==> src/rtl/fpg_pkg.sv <==
package fpg_pkg;
  localparam int unsigned OP_W = 8;
  typedef logic [OP_W-1:0] opcode_t;

  localparam int unsigned DEF_NUM_WR = 9;
  localparam logic [DEF_NUM_WR*OP_W-1:0] DEF_WR_OPS =
    {8'h06, 8'h0A, 8'h02, 8'hDB, 8'hD8, 8'h20, 8'hC7, 8'h01, 8'hE5};

  typedef enum logic [1:0] {
    VERD_NONE   = 2'd0,
    VERD_ACCEPT = 2'd1,
    VERD_IGNORE = 2'd2
  } verdict_t;
endpackage

==> src/rtl/fpg_rst_sync.sv <==
module fpg_rst_sync (
  input  logic clk,
  input  logic rst_n,
  output logic rst_sync_n
);
  logic [1:0] stage_q;

  always_ff @(posedge clk or negedge rst_n) begin
    if (!rst_n) stage_q <= 2'b00;
    else        stage_q <= {stage_q[0], 1'b1};
  end

  assign rst_sync_n = stage_q[1];
endmodule

==> src/rtl/fpg_delay_timer.sv <==
module fpg_delay_timer #(
  parameter int unsigned DLY = 16
) (
  input  logic clk,
  input  logic rst_n,
  input  logic restart,
  output logic done
);
  localparam int unsigned CW = $clog2(DLY + 1);
  localparam logic [CW-1:0] RELOAD = CW'(DLY);

  logic [CW-1:0] cnt_q, cnt_d;

  always_comb begin
    cnt_d = cnt_q;
    if (restart)           cnt_d = RELOAD;
    else if (cnt_q != '0)  cnt_d = cnt_q - 1'b1;
  end

  always_ff @(posedge clk or negedge rst_n) begin
    if (!rst_n) cnt_q <= RELOAD;
    else        cnt_q <= cnt_d;
  end

  assign done = (cnt_q == '0);

  // a restart request always brings the count back to the full delay
  p_restart_reload_r8: assert property (@(posedge clk) disable iff (!rst_n)
    restart |=> (cnt_q == RELOAD));
  // once expired, the timer stays expired until restarted
  p_done_holds_r4: assert property (@(posedge clk) disable iff (!rst_n)
    (done && !restart) |=> done);
endmodule

==> src/rtl/fpg_op_class.sv <==
module fpg_op_class
  import fpg_pkg::*;
#(
  parameter int unsigned NUM_WR = DEF_NUM_WR,
  parameter logic [NUM_WR*OP_W-1:0] WR_OPS = DEF_WR_OPS
) (
  input  opcode_t op_code,
  output logic    is_write
);
  logic [NUM_WR-1:0] hit;

  for (genvar g = 0; g < NUM_WR; g++) begin : g_cmp
    assign hit[g] = (op_code == WR_OPS[g*OP_W +: OP_W]);
  end

  assign is_write = |hit;
endmodule

==> src/rtl/flash_pwrup_gate.sv <==
module flash_pwrup_gate
  import fpg_pkg::*;
#(
  parameter int unsigned WR_DLY = 2000,
  parameter int unsigned RD_DLY = 500,
  parameter int unsigned NUM_WR = DEF_NUM_WR,
  parameter logic [NUM_WR*OP_W-1:0] WR_OPS = DEF_WR_OPS
) (
  input  logic            clk,
  input  logic            rst_n,
  input  logic            sup_inhibit_ok,
  input  logic            sup_min_ok,
  input  logic            cs_n,
  input  logic            op_valid,
  input  logic [OP_W-1:0] op_code,
  output logic            held_rst,
  output logic            rd_en,
  output logic            wr_en,
  output logic            init_clr,
  output logic            op_accept,
  output logic            op_ignored
);
  logic     rst_sync_n;
  logic     wr_done, rd_done, is_write;
  logic     held_q;
  verdict_t verd_d, verd_q;

  fpg_rst_sync u_sync (
    .clk        (clk),
    .rst_n      (rst_n),
    .rst_sync_n (rst_sync_n)
  );

  assign held_rst = !rst_sync_n || !sup_inhibit_ok;

  fpg_delay_timer #(.DLY(WR_DLY)) u_wr_tmr (
    .clk     (clk),
    .rst_n   (rst_sync_n),
    .restart (held_rst),
    .done    (wr_done)
  );

  fpg_delay_timer #(.DLY(RD_DLY)) u_rd_tmr (
    .clk     (clk),
    .rst_n   (rst_sync_n),
    .restart (held_rst || !sup_min_ok),
    .done    (rd_done)
  );

  fpg_op_class #(.NUM_WR(NUM_WR), .WR_OPS(WR_OPS)) u_cls (
    .op_code  (op_code),
    .is_write (is_write)
  );

  assign rd_en = !held_rst && sup_min_ok && rd_done;
  assign wr_en = rd_en && wr_done;

  always_comb begin
    verd_d = VERD_NONE;
    if (!held_rst && op_valid && !cs_n) begin
      if (is_write) verd_d = wr_en ? VERD_ACCEPT : VERD_IGNORE;
      else          verd_d = rd_en ? VERD_ACCEPT : VERD_IGNORE;
    end
  end

  always_ff @(posedge clk or negedge rst_sync_n) begin
    if (!rst_sync_n) begin
      verd_q <= VERD_NONE;
      held_q <= 1'b1;
    end else begin
      verd_q <= verd_d;
      held_q <= held_rst;
    end
  end

  assign op_accept  = (verd_q == VERD_ACCEPT);
  assign op_ignored = (verd_q == VERD_IGNORE);
  assign init_clr   = held_q && !held_rst;

  p_held_blocks_r1: assert property (@(posedge clk) disable iff (!rst_n)
    held_rst |-> (!rd_en && !wr_en));
  p_quiet_when_held_r2: assert property (@(posedge clk) disable iff (!rst_n)
    held_rst |=> (!op_accept && !op_ignored));
  p_write_needs_read_r6: assert property (@(posedge clk) disable iff (!rst_n)
    wr_en |-> rd_en);
  p_init_single_r7: assert property (@(posedge clk) disable iff (!rst_n)
    init_clr |=> !init_clr);
  p_deselect_quiet_r9: assert property (@(posedge clk) disable iff (!rst_n)
    cs_n |=> (!op_accept && !op_ignored));
  p_verdict_excl_r11: assert property (@(posedge clk) disable iff (!rst_n)
    !(op_accept && op_ignored));
endmodule

==> config.mk <==
export PLATFORM = sky130hd
export DESIGN_NAME = flash_pwrup_gate
export DESIGN_NICKNAME = d
export VERILOG_FILES = /design/src/rtl/fpg_pkg.sv /design/src/rtl/fpg_rst_sync.sv /design/src/rtl/fpg_delay_timer.sv /design/src/rtl/fpg_op_class.sv /design/src/rtl/flash_pwrup_gate.sv
export SDC_FILE = /design/constraint.sdc
export NUM_CORES = 1
export LEC_CHECK = 0
export ABC_CLOCK_PERIOD_IN_PS = 5700
export BUFFER_PORTS_ARGS = -buffer_cell sky130_fd_sc_hd__buf_2
export CORE_ASPECT_RATIO = 1.4
export CORE_UTILIZATION = 60
export CTS_CLUSTER_DIAMETER = 40
export DETAILED_ROUTE_END_ITERATION = 8
export GPL_TIMING_DRIVEN = 0
export HOLD_SLACK_MARGIN = 0.05
export PLACE_DENSITY = 0.9
export SYNTH_ARGS = -nofsm -noshare
export SYNTH_HDL_FRONTEND = slang
export SYNTH_HIERARCHICAL = 1
export SYNTH_SLANG_ARGS = --single-unit
==> constraint.sdc <==
create_clock -name clk -period 5.7 [get_ports clk]
set_input_delay 1.14 -clock clk [delete_from_list [all_inputs] [get_ports clk]]
set_output_delay 1.14 -clock clk [all_outputs]
set_load 0.03 [all_outputs]
---- Word-level counts from Yosys, hierarchy flattened ----
Cells that the tools add are included.
operators by class
  equal/unequal tests ..................... 11
  muxes and demuxes ....................... 8
  $add $sub $neg .......................... 2
  reduce and logical (&&, ||, !) cells .... 20
operator list
  cell                                                  count
  equality test 8 bit (second input constant)           4
  2-to-1 mux 11 bit                                     2
  2-to-1 mux 9 bit                                      2
  logical NOT 11 bit                                    1
  nonzero test 11 bit                                   1
  subtractor 11 x 1 -> 11 bit (second input constant)   1
  logical NOT 9 bit                                     1
  nonzero test 9 bit                                    1
  OR reduction 9 bit                                    1
  subtractor 9 x 1 -> 9 bit (second input constant)     1
  equality test 8 x 1 -> 1 bit (second input constant)  1
  equality test 8 x 2 -> 1 bit (second input constant)  1
  equality test 8 x 3 -> 1 bit (second input constant)  1
  equality test 8 x 4 -> 1 bit (second input constant)  1
  equality test 8 x 6 -> 1 bit (second input constant)  1
  2-to-1 mux 2 bit                                      4
  logical AND 1 bit                                     6
  logical NOT 1 bit                                     5
  nonzero test 2 bit                                    2
  equality test 2 x 1 -> 1 bit (second input constant)  1
  equality test 2 bit (second input constant)           1
  logical OR 1 bit                                      2
storage, ports and cells
  word-level logic and storage cells ...... 46
  register bits ........................... 25
  output and inout port bits .............. 6
  input port bits ......................... 14

---- Logic depth before layout (Yosys ltp) ----
Gate-level depths: netlist of the first run.
  depth in word-level cells ............... 9
  depth in mapped cells ................... 7
  mapped depth without buffers ............ 7

---- By module ----
The synthesis of the first run kept the hierarchy.
by module, submodules not included
  module                      times used  cells an instance  area each (sq um)  seq. area each (sq um)
  fpg_delay_timer (u_wr_tmr)  1           59                 608.1              282.8
  fpg_delay_timer (u_rd_tmr)  1           47                 475.5              232.7
  flash_pwrup_gate            1           14                 155.1              76.3
  fpg_op_class                1           16                 132.6              0.0
  fpg_rst_sync                1           3                  53.8               50.0

---- Worst setup path after synthesis of the first run ----
No wires, ideal clock.
  path kind ............................... flip-flop to output port
  start point ............................. reg u_wr_tmr.cnt_q[0]
  end point ............................... out wr_en
  stages on the path, launching flop included .. 7
  slack ................................... 2632 ps
  data arrival time ....................... 1928 ps
  cell sequence ........................... dfrtp_1 inv_1 ha_1 or4b_4 or4_4 inv_1 and2_2
on the way
  word-level cells in the longest chain between the ends .. 2
ends and longest elaborated chain
  item                    RTL line                RTL
  from (decl)             fpg_delay_timer.sv:12   logic [CW-1:0] cnt_q, cnt_d;
  from (signal assigned)  fpg_delay_timer.sv:22   else cnt_q <= cnt_d;
  logical NOT 11 bit      fpg_delay_timer.sv:25   assign done = (cnt_q == '0);
  named net wr_done       flash_pwrup_gate.sv:24  logic wr_done, rd_done, is_write;
  logical AND 1 bit       flash_pwrup_gate.sv:56  assign wr_en = rd_en && wr_done;
  to (decl)               flash_pwrup_gate.sv:18  output logic wr_en,
The timed path passes the listed nets, and every way through them passes these cells.

---- Worst setup path in the final report of the first run ----
Same ends and word-level chain as after synthesis.

==> run_results.csv, run 1 <==
group,metric,value,unit
sta,period_share,64.5,%
critical_path,path_class,"reg -> out",
logic_synthesis,synth_edf_count,0,
die,core_area,2200,µm²
critical_path,start_kind,"register",
status,status,"finished clean",
logic_synthesis,syn_nets,155,
critical_path,rrSetupSlack,3.43,ns
pwr,ir_drop,179,µV
route,drc,0,
logic_synthesis,yosys-top-cells-count,"15 x nor2_1, 13 x dfstp_2, 12 x dfrtp_1, 9 x nor2b_1, 8 x nand2_1",
place,gp_congestion,0.755,
route,wl_per_cell,14.0,µm
sta,post-route-min-period,3.68,ns
sta,fin_worst_skew,0.00303,ns
clocking,clkTransAtPathRegs,0.13,ns
critical_path,worstSetupStartpoint,"u_wr_tmr/cnt_q[0]",
critical_path,crit_path_cell_trace,"inv_1 > ha_1 > or4b_4 > or4_4 > inv_1 > and2_2 > buf_2",
critical_path,cp-end-kind,"output port",
sta,rsz0062_at_grt,"false",
clocking,htree_levels,1,
grt,grt_max_degree,29,
sta,slew_headroom,32.4,%
critical_path,cp-endpoint,"wr_en",
critical_path,crit_arrival,2.53,ns
sta,setup_tns,0,ns
route,wl,2580,µm
job,maxCapViolCount,0,
route,dr_total_vias,1125,
final_layout,num-nets-final,179,
critical_path,cp_slowest_stage_delay,0.55,ns
logic_synthesis,synth_cells,139,
clocking,ctsResizeCount,0,
clocking,clock_latency,0.32,ns
critical_path,crit_buf_inv,3,
sta,tightestPinTransition,1.01,ns
pwr,finalPower,0.307,mW
route,first_pass_iters,4,
clocking,holdBufCountCts,0,
final_layout,drive_gt1_share,31.5,%
critical_path,ff2ff_path_depth,7,
logic_synthesis,synth_most_common_cell,"nor2_1",
logic_synthesis,yosysWarnings,6,
route,vias_per_cell,6.11,
place,port_buffers,19,
clocking,root_buffer,"clkbuf_4",
final_layout,antenna_cells,0,
logic_synthesis,ys_ff_latch,25,
logic_synthesis,netlist.area_leader.share,24.0,%
place,hpwl,1880,µm
grt,antenna_found_initial,0,
logic_synthesis,syn_avg_cell_area,10.3,µm²
clocking,cts_num_sinks,25,
sta,drv_slew,0,
min_path,holdCritPathClass,"reg -> reg",
route,drtAntennaViolNets,0,
critical_path,slowest_stage,"or4b_4",
grt,overflow,0,
sta,setup-violations-final,0,
final_layout,syn_to_final_growth,10.5,%
clocking,cts_tree,"yes",
clocking,clk_path_buf_depth,2,
logic_synthesis,async_flop_share,100,%
sta,hold_viol_final,0,
final_layout,final_core_util,71.5,%
route,drtIter0Drc,27,
logic_synthesis,yosys.area.top_type,"dfstp_2",
sta,fmax,0.272,GHz
logic_synthesis,synth_area_leaders,"dfstp_2 24%, dfrtp_1 21%, nor2_1 4.0%, nor2b_1 4.0%, mux2i_1 2.8%",
logic_synthesis,ys_types,52,
critical_path,crit_cells,7,
die,fp-row-count,20,
die,die_width,43.2,µm
final_layout,n_fill_cell,166,
critical_path,crit_top_cell,"inv_1",
critical_path,path_max_fanout,8,
logic_synthesis,seq_area_frac_synth,45.0,%
critical_path,path_delay_family,"simple AND/OR/NAND/NOR gates",
clocking,numCtsBuffers,3,
pwr,powerDensity,195,nW/µm²
die,ioPinCount,20,
die,fp.dieArea,2580,µm²
critical_path,timing.rr.start,"u_wr_tmr/cnt_q[0]",
die,fp.dieH,59.7,µm
grt,grt_pass1_vias,1062,
critical_path,r2r-end,"verd_q[0]",
grt,grt_pass1_wl,4410,µm
critical_path,cp_data_required_time,4.56,ns
logic_synthesis,syn_area,1430,µm²
die,initial_core_util,64.7,%
pwr,p_leak,0.682,nW
grt,grt_use_total,22.5,%
logic_synthesis,synthFlopType,"dfstp_2",
clocking,cts_setup_buffers,0,
## layer usage
metal | vias to the layer above | share of wire [%] | global-route usage [%]
met4 | 0 | 1.6 | 12.1
met5 | - | 0 | 0
met3 | 4 | 4.4 | 1.81
met1 | 542 | 43 | 27.2
li1 | 548 | - | -
met2 | 31 | 51 | 39.4
## placed cells by master, fill, tap and decap left out, types with 2 or more instances in the layout
cell type / n
buf_2: 20
nor2_1: 15
dfstp_2: 13
dfrtp_1: 12
nor2b_1: 9
nand2_1: 8
nand2b_1: 6
inv_1: 6
o21ai_0: 5
mux2i_1: 4
a21oi_1: 4
xnor2_1: 4
clkbuf_4: 3
or4_1: 3
nor4_1: 3
and4bb_1: 2
nor3b_1: 2
nor3_1: 2
o21ai_1: 2
xor2_1: 2
nand3b_1: 2
ha_1: 2
or4_4: 2
## state kept, by name, indices dropped and copies added (netlist names)
| name | flops |
|---|---|
| u_sync/stage_q | 2 |
| u_wr_tmr/cnt_q | 11 |
| verd_q | 2 |
| u_rd_tmr/cnt_q | 9 |
| held_q | 1 |
## report_power, final
| group | internal [mW] | switching [mW] | total [mW] |
|---|---|---|---|
| clock | 0.0263 | 0.0516 | 0.0779 |
| combinational | 0.0174 | 0.0202 | 0.0376 |
| sequential | 0.184 | 0.00758 | 0.191 |
| total | 0.228 | 0.0794 | 0.307 |
## worst min-delay path by stage
stage                      startpoint                end  slack, ns  cells after the start
floorplan           u_sync/stage_q[1]  u_rd_tmr/cnt_q[0]       0.33                      0
global placement    u_sync/stage_q[0]  u_sync/stage_q[1]       0.34                      0
detailed placement  u_sync/stage_q[0]  u_sync/stage_q[1]       0.35                      0
CTS                 u_sync/stage_q[0]  u_sync/stage_q[1]       0.38                      0
global route        u_sync/stage_q[0]  u_sync/stage_q[1]       0.38                      0
finish              u_sync/stage_q[0]  u_sync/stage_q[1]       0.37                      0
## stage by stage
step | area (µm²) | cells | setup WS [ns] | hold WS (ns)
final | 1580 | 184 | 2.03 | 0.369
after global routing | 1580 | 184 | 1.93 | 0.382
after CTS | 1580 | 184 | 2.01 | 0.378
after global placement | 1550 | 180 | 2.43 | 0.339
after floorplan | 1430 | 139 | 2.63 | 0.326
after detailed placement | 1550 | 180 | 2.40 | 0.347
## worst register-to-register path, delay by kind of cell (launching register included)
| family | cells | cell delay, ns |
|---|---|---|
| AND/OR/NAND/NOR | 4 | 1.34 |
| flip-flops | 1 | 0.43 |
| adder cells (fa/ha/maj) | 1 | 0.30 |
| buffers and inverters | 2 | 0.15 |
## kinds of logic (layout without fill, tap and decap cells)
group                    Yosys count  after routing  share of synthesized area [%]
buffers and inverters              9             32                           2.46
flip-flops                        25             25                           45.0
AO/OA/AOI/OAI                     23             23                           11.9
other                              1              1                          0.263
AND/OR/NAND/NOR                   67             67                           30.6
adder cells (fa/ha/maj)            2              2                           1.76
multiplexers                       6              6                           4.39
XOR/XNOR                           6              6                           3.69
## layout make-up
cell class,instances,area [µm²],area share (%)
buffer,3,12.5,0.794
clock inverter,1,5.00,0.318
inverter,6,22.5,1.43
multi-input combinational,105,748,47.5
timing repair buffer,19,95.1,6.04
clock buffer,3,22.5,1.43
sequential,25,642,40.7
tap,22,27.5,1.75
Power figures use the tool's default switching activity.
==> run 2: changes to the inputs <==
--- a/config.mk
+++ b/config.mk
@@ -5,15 +5,15 @@
 export SDC_FILE = /design/constraint.sdc
 export NUM_CORES = 1
 export LEC_CHECK = 0
-export ABC_CLOCK_PERIOD_IN_PS = 5700
+export ABC_CLOCK_PERIOD_IN_PS = 3400
 export BUFFER_PORTS_ARGS = -buffer_cell sky130_fd_sc_hd__buf_2
 export CORE_ASPECT_RATIO = 1.4
-export CORE_UTILIZATION = 60
+export CORE_UTILIZATION = 56
 export CTS_CLUSTER_DIAMETER = 40
 export DETAILED_ROUTE_END_ITERATION = 8
 export GPL_TIMING_DRIVEN = 0
 export HOLD_SLACK_MARGIN = 0.05
-export PLACE_DENSITY = 0.9
+export PLACE_DENSITY = 0.85
 export SYNTH_ARGS = -nofsm -noshare
 export SYNTH_HDL_FRONTEND = slang
 export SYNTH_HIERARCHICAL = 1
==> constraint.sdc (replaced) <==
create_clock -name clk -period 3.4 [get_ports clk]
set_input_delay 0.68 -clock clk [delete_from_list [all_inputs] [get_ports clk]]
set_output_delay 0.68 -clock clk [all_outputs]
set_load 0.03 [all_outputs]
==> run_results.csv, run 2 (same netlist as run 1, synthesis figures left out) <==
group,metric,value,unit
sta,fin_worst_skew,0.00566,ns
grt,grt_use_met1,24.2,%
pwr,finalPower,0.519,mW
die,core_area,2390,µm²
grt,antenna_found_initial,0,
sta,setup_tns,0,ns
critical_path,worstSetupStartpoint,"u_wr_tmr/cnt_q[0]",
sta,setup-violations-final,0,
final_layout,largest_registers,"u_wr_tmr/cnt_q x11, u_rd_tmr/cnt_q x9",
die,fp.dieArea,2750,µm²
sta,tightestPinTransition,1.00,ns
critical_path,cp-endpoint,"wr_en",
critical_path,timing.rr.start,"u_wr_tmr/cnt_q[0]",
grt,overflow,0,
grt,grt_pass1_vias,1043,
pwr,p_leak,0.678,nW
route,wl,2600,µm
final_layout,drive_gt1_share,31.5,%
min_path,holdCritPathClass,"in -> async",
route,vias_per_cell,5.70,
critical_path,path_delay_family,"simple AND/OR/NAND/NOR gates",
grt,use_met3,2.02,%
critical_path,path_class,"reg -> out",
grt,grt_use_total,21.4,%
route,dr_total_vias,1118,
critical_path,crit_arrival,2.55,ns
grt,grt_max_degree,29,
route,drtAntennaViolNets,0,
final_layout,antenna_cells,0,
sta,rsz0062_at_grt,"false",
clocking,htree_levels,1,
critical_path,path_max_fanout,8,
final_layout,largest_register_ffs,11,
clocking,numCtsBuffers,3,
grt,busiest_layer,"met2",
pwr,ir_drop,311,µV
critical_path,crit_buf_inv,3,
grt,grt_pass1_wl,4280,µm
critical_path,start_kind,"register",
critical_path,crit_top_cell,"inv_1",
final_layout,num-nets-final,179,
final_layout,largest_register,"u_wr_tmr/cnt_q",
die,die_width,44.6,µm
place,gp_congestion,0.783,
critical_path,crit_path_cell_trace,"inv_1 > ha_1 > or4b_4 > or4_4 > inv_1 > and2_2 > buf_2",
route,wl_per_cell,13.2,µm
pwr,powerDensity,326,nW/µm²
final_layout,layout_commonest_cell,"buf_2",
clocking,clk_path_buf_depth,2,
place,hpwl,1930,µm
final_layout,n_fill_cell,208,
critical_path,cp_data_required_time,2.72,ns
clocking,ctsResizeCount,0,
critical_path,slowest_stage,"or4b_4",
critical_path,cp-end-kind,"output port",
final_layout,final_cell_mix,"20 x buf_2, 15 x nor2_1, 13 x dfstp_2",
sta,drv_slew,0,
clocking,cts_setup_buffers,0,
critical_path,crit_cells,7,
final_layout,syn_to_final_growth,11.8,%
clocking,clock_latency,0.32,ns
critical_path,rrSetupSlack,1.09,ns
clocking,cts_num_sinks,25,
grt,grtUsageMet2,39.7,%
die,ioPinCount,20,
clocking,cts_tree,"yes",
critical_path,ff2ff_path_depth,7,
critical_path,cp_slowest_stage_delay,0.55,ns
route,drtIter0Drc,28,
status,status,"finished clean",
route,first_pass_iters,4,
die,fp-row-count,21,
critical_path,r2r-end,"verd_q[0]",
die,initial_core_util,59.6,%
route,drc,0,
sta,period_share,95.1,%
sta,hold_viol_final,0,
place,port_buffers,19,
clocking,clkTransAtPathRegs,0.14,ns
clocking,root_buffer,"clkbuf_4",
sta,slew_headroom,33.4,%
die,fp.dieH,61.7,µm
job,maxCapViolCount,0,
clocking,holdBufCountCts,0,
sta,fmax,0.309,GHz
sta,post-route-min-period,3.23,ns
## run 2: cell count changes in the layout (fill, tap and decap cells not counted), sizes merged
cell	delta
clkinvlp	+1
clkinv	-1
## run 2: cell type report
cell class | instances | area (µm²) | area share [%]
plain buffers | 3 | 12.5 | 0.786
clock buffers | 3 | 22.5 | 1.41
clock inverters | 1 | 7.51 | 0.471
inverters | 6 | 22.5 | 1.41
multi-input cells | 105 | 748 | 47.0
flip-flops and latches | 25 | 642 | 40.3
well taps | 34 | 42.5 | 2.67
repair buffers | 19 | 95.1 | 5.97
## run 2: worst reg2reg max path: stages, from the launching register on
cell,delay [ns]
dfrtp_1,0.43
inv_1,0.07
ha_1,0.31
or4b_4,0.55
or4_4,0.48
inv_1,0.09
nand2b_1,0.13
and4b_1,0.20
## run 2: how the worst min path moves through the flow
stage / start / end / cells after the start
3_3_place_gp: u_sync/stage_q[0] / u_sync/stage_q[1] / 0
6_report: rst_n / u_sync/stage_q[1] / 1
3_5_place_dp: u_sync/stage_q[0] / u_sync/stage_q[1] / 0
5_1_grt: rst_n / u_sync/stage_q[0] / 1
2_1_floorplan: u_sync/stage_q[1] / u_rd_tmr/cnt_q[0] / 0
4_1_cts: rst_n / u_sync/stage_q[1] / 1
## run 2: where the power goes
| part | internal (mW) | leakage, nW | switching, mW |
|---|---|---|---|
| registers | 0.308 | 0.296 | 0.0127 |
| logic | 0.0292 | 0.369 | 0.0345 |
| clock network | 0.0450 | 0.0139 | 0.0898 |
## run 2: per-layer routing
metal,vias to the layer above,routed length [µm]
met3,5,98
met5,-,0
met1,528,1130
li1,552,-
met2,33,1320
met4,0,50
## run 2: metrics by stage
step	util [%]	setup WS (ns)	instances	instance area, µm²	hold WS [ns]
after global placement	65.4	0.583	192	1560	0.340
after floorplan	-	0.792	139	1430	0.326
after global routing	66.6	0.0665	196	1590	0.0798
after CTS	66.6	0.161	196	1590	0.0936
final	66.6	0.166	196	1590	0.107
after detailed placement	65.4	0.535	192	1560	0.350
==> run 3: changes to the inputs <==
--- a/config.mk
+++ b/config.mk
@@ -8,12 +8,13 @@
 export ABC_CLOCK_PERIOD_IN_PS = 3400
 export BUFFER_PORTS_ARGS = -buffer_cell sky130_fd_sc_hd__buf_2
 export CORE_ASPECT_RATIO = 1.4
-export CORE_UTILIZATION = 56
+export CORE_MARGIN = 5
+export CORE_UTILIZATION = 50
 export CTS_CLUSTER_DIAMETER = 40
 export DETAILED_ROUTE_END_ITERATION = 8
 export GPL_TIMING_DRIVEN = 0
 export HOLD_SLACK_MARGIN = 0.05
-export PLACE_DENSITY = 0.85
+export PLACE_DENSITY = 0.78
 export SYNTH_ARGS = -nofsm -noshare
 export SYNTH_HDL_FRONTEND = slang
 export SYNTH_HIERARCHICAL = 1
==> run_results.csv, run 3 (same netlist as run 1, synthesis figures left out) <==
group,metric,value,unit
pwr,p_switching,0.141,mW
critical_path,path_max_fanout,8,
job,maxCapViolCount,0,
final_layout,seqCellArea,642,µm²
critical_path,cp_data_required_time,2.72,ns
grt,grt_pass1_vias,1109,
clocking,numCtsBuffers,3,
sta,hold_viol_final,0,
clocking,cts_num_sinks,25,
die,ioPinCount,20,
grt,overflow,0,
die,initial_core_util,51.1,%
min_path,holdCritPathClass,"in -> async",
pwr,p_leak,0.690,nW
clocking,clock_latency,0.27,ns
grt,grt_max_degree,29,
pwr,ir_drop,255,µV
sta,setup_tns,0,ns
route,drc,0,
pwr,share_comb_of_total_power,11.4,%
pwr,pwr-share-clk,31.4,%
critical_path,slowest_stage,"or4b_4",
sta,tightestPinTransition,1.01,ns
clocking,cts_setup_buffers,0,
route,drtAntennaViolNets,0,
route,first_pass_iters,4,
critical_path,crit_path_cell_trace,"inv_1 > ha_1 > or4b_4 > or4_4 > inv_1 > and2_2 > buf_2",
pwr,powerDensity,347,nW/µm²
die,core_area,2790,µm²
final_layout,multi_input_area,748,µm²
final_layout,fin_cells,199,
final_layout,syn_to_final_growth,13.2,%
place,hpwl,2000,µm
pwr,intPower,0.419,mW
final_layout,n_fill_cell,241,
grt,antenna_found_initial,0,
final_layout,largest_register_ffs,11,
final_layout,largest_register,"u_wr_tmr/cnt_q",
route,vias_per_cell,5.59,
critical_path,start_kind,"register",
sta,rsz0062_at_grt,"false",
final_layout,antenna_cells,0,
die,fp-row-count,23,
grt,grt_pass1_wl,4590,µm
final_layout,largest_registers,"u_wr_tmr/cnt_q x11, u_rd_tmr/cnt_q x9",
route,dr_total_vias,1112,
clocking,root_buffer,"clkbuf_8",
sta,post-route-min-period,3.15,ns
sta,setup-violations-final,0,
sta,fmax,0.317,GHz
pwr,power_frac_seq,57.3,%
sta,slew_headroom,32.5,%
pwr,swShare,25.1,%
clocking,clkTransAtPathRegs,0.08,ns
place,gp_congestion,0.692,
critical_path,cp_slowest_stage_delay,0.55,ns
final_layout,drive_gt1_share,31.5,%
critical_path,path_class,"reg -> out",
sta,fin_worst_skew,0.00335,ns
place,numPlacedInstances,195,
final_layout,layout_commonest_cell,"buf_2",
route,drtIter0Drc,16,
critical_path,crit_buf_inv,3,
place,port_buffers,19,
critical_path,path_delay_family,"simple AND/OR/NAND/NOR gates",
critical_path,cp-end-kind,"output port",
clocking,htree_levels,1,
route,wl,2700,µm
sta,drv_slew,0,
sta,period_share,92.8,%
critical_path,crit_arrival,2.47,ns
grt,grt_use_total,15.5,%
final_layout,final_cell_mix,"20 x buf_2, 15 x nor2_1, 13 x dfstp_2",
die,die_width,55.1,µm
clocking,holdBufCountCts,0,
clocking,ctsResizeCount,0,
route,wl_per_cell,13.6,µm
critical_path,crit_top_cell,"inv_1",
clocking,clk_path_buf_depth,2,
clocking,cts_tree,"yes",
die,fp.dieArea,4030,µm²
die,fp.dieH,73.2,µm
status,status,"finished clean",
final_layout,num-nets-final,179,
-- run 3: cell types whose count changed in the layout (fill, tap and decap cells not counted) --
cell | before | now
clkbuf_4 | 3 | 0
clkbuf_8 | 0 | 3
clkinv_2 | 0 | 1
clkinvlp_4 | 1 | 0
-- run 3: power groups by stage --
stage	Combinational [mW]	Sequential, mW	Clock, mW
floorplan	0.0415	0.323	0
global placement	0.0602	0.326	0
detailed placement	0.0636	0.326	0
CTS	0.0640	0.321	0.187
global route	0.0702	0.323	0.199
finish	0.0637	0.321	0.176
-- run 3: stage by stage --
stage	hold slack [ns]	instance area [µm²]	total power, mW	utilization (%)	setup slack [ns]
global route	0.160	1610	0.592	57.8	0.133
floorplan	0.326	1430	0.364	-	0.792
detailed placement	0.344	1570	0.390	56.1	0.569
finish	0.176	1610	0.560	57.8	0.246
CTS	0.164	1610	0.572	57.8	0.245
global placement	0.336	1570	0.386	56.1	0.576
-- run 3: area by class of cell --
type,count,area share [%]
plain buffers,3,0.776
clock buffers,3,2.56
clock inverters,1,0.310
inverters,6,1.40
multi-input cells,105,46.4
flip-flops and latches,25,39.8
well taps,37,2.87
repair buffers,19,5.90
-- run 3: metal layers --
metal	GRT usage, %	vias up	part of all wire, %
li1	-	551	-
met1	18.5	517	42
met2	25.7	39	48
met3	3.07	5	7.5
met4	7.57	0	1.9
met5	0	-	0
-- run 3: worst paths after layout --
path | startpoint | endpoint | slack, ns | cells past startpoint
setup / recovery | u_wr_tmr/cnt_q[0] | wr_en | 0.25 | 7
hold / removal | rst_n | u_sync/stage_q[1] | 0.18 | 1
setup reg to reg | u_wr_tmr/cnt_q[0] | verd_q[0] | 1.12 | 7
hold reg to reg | u_sync/stage_q[0] | u_sync/stage_q[1] | 0.36 | 0
max in group asynchronous | u_sync/stage_q[1] | u_wr_tmr/cnt_q[0] | 2.37 | 0
min in group clk | u_sync/stage_q[0] | u_sync/stage_q[1] | 0.36 | 0
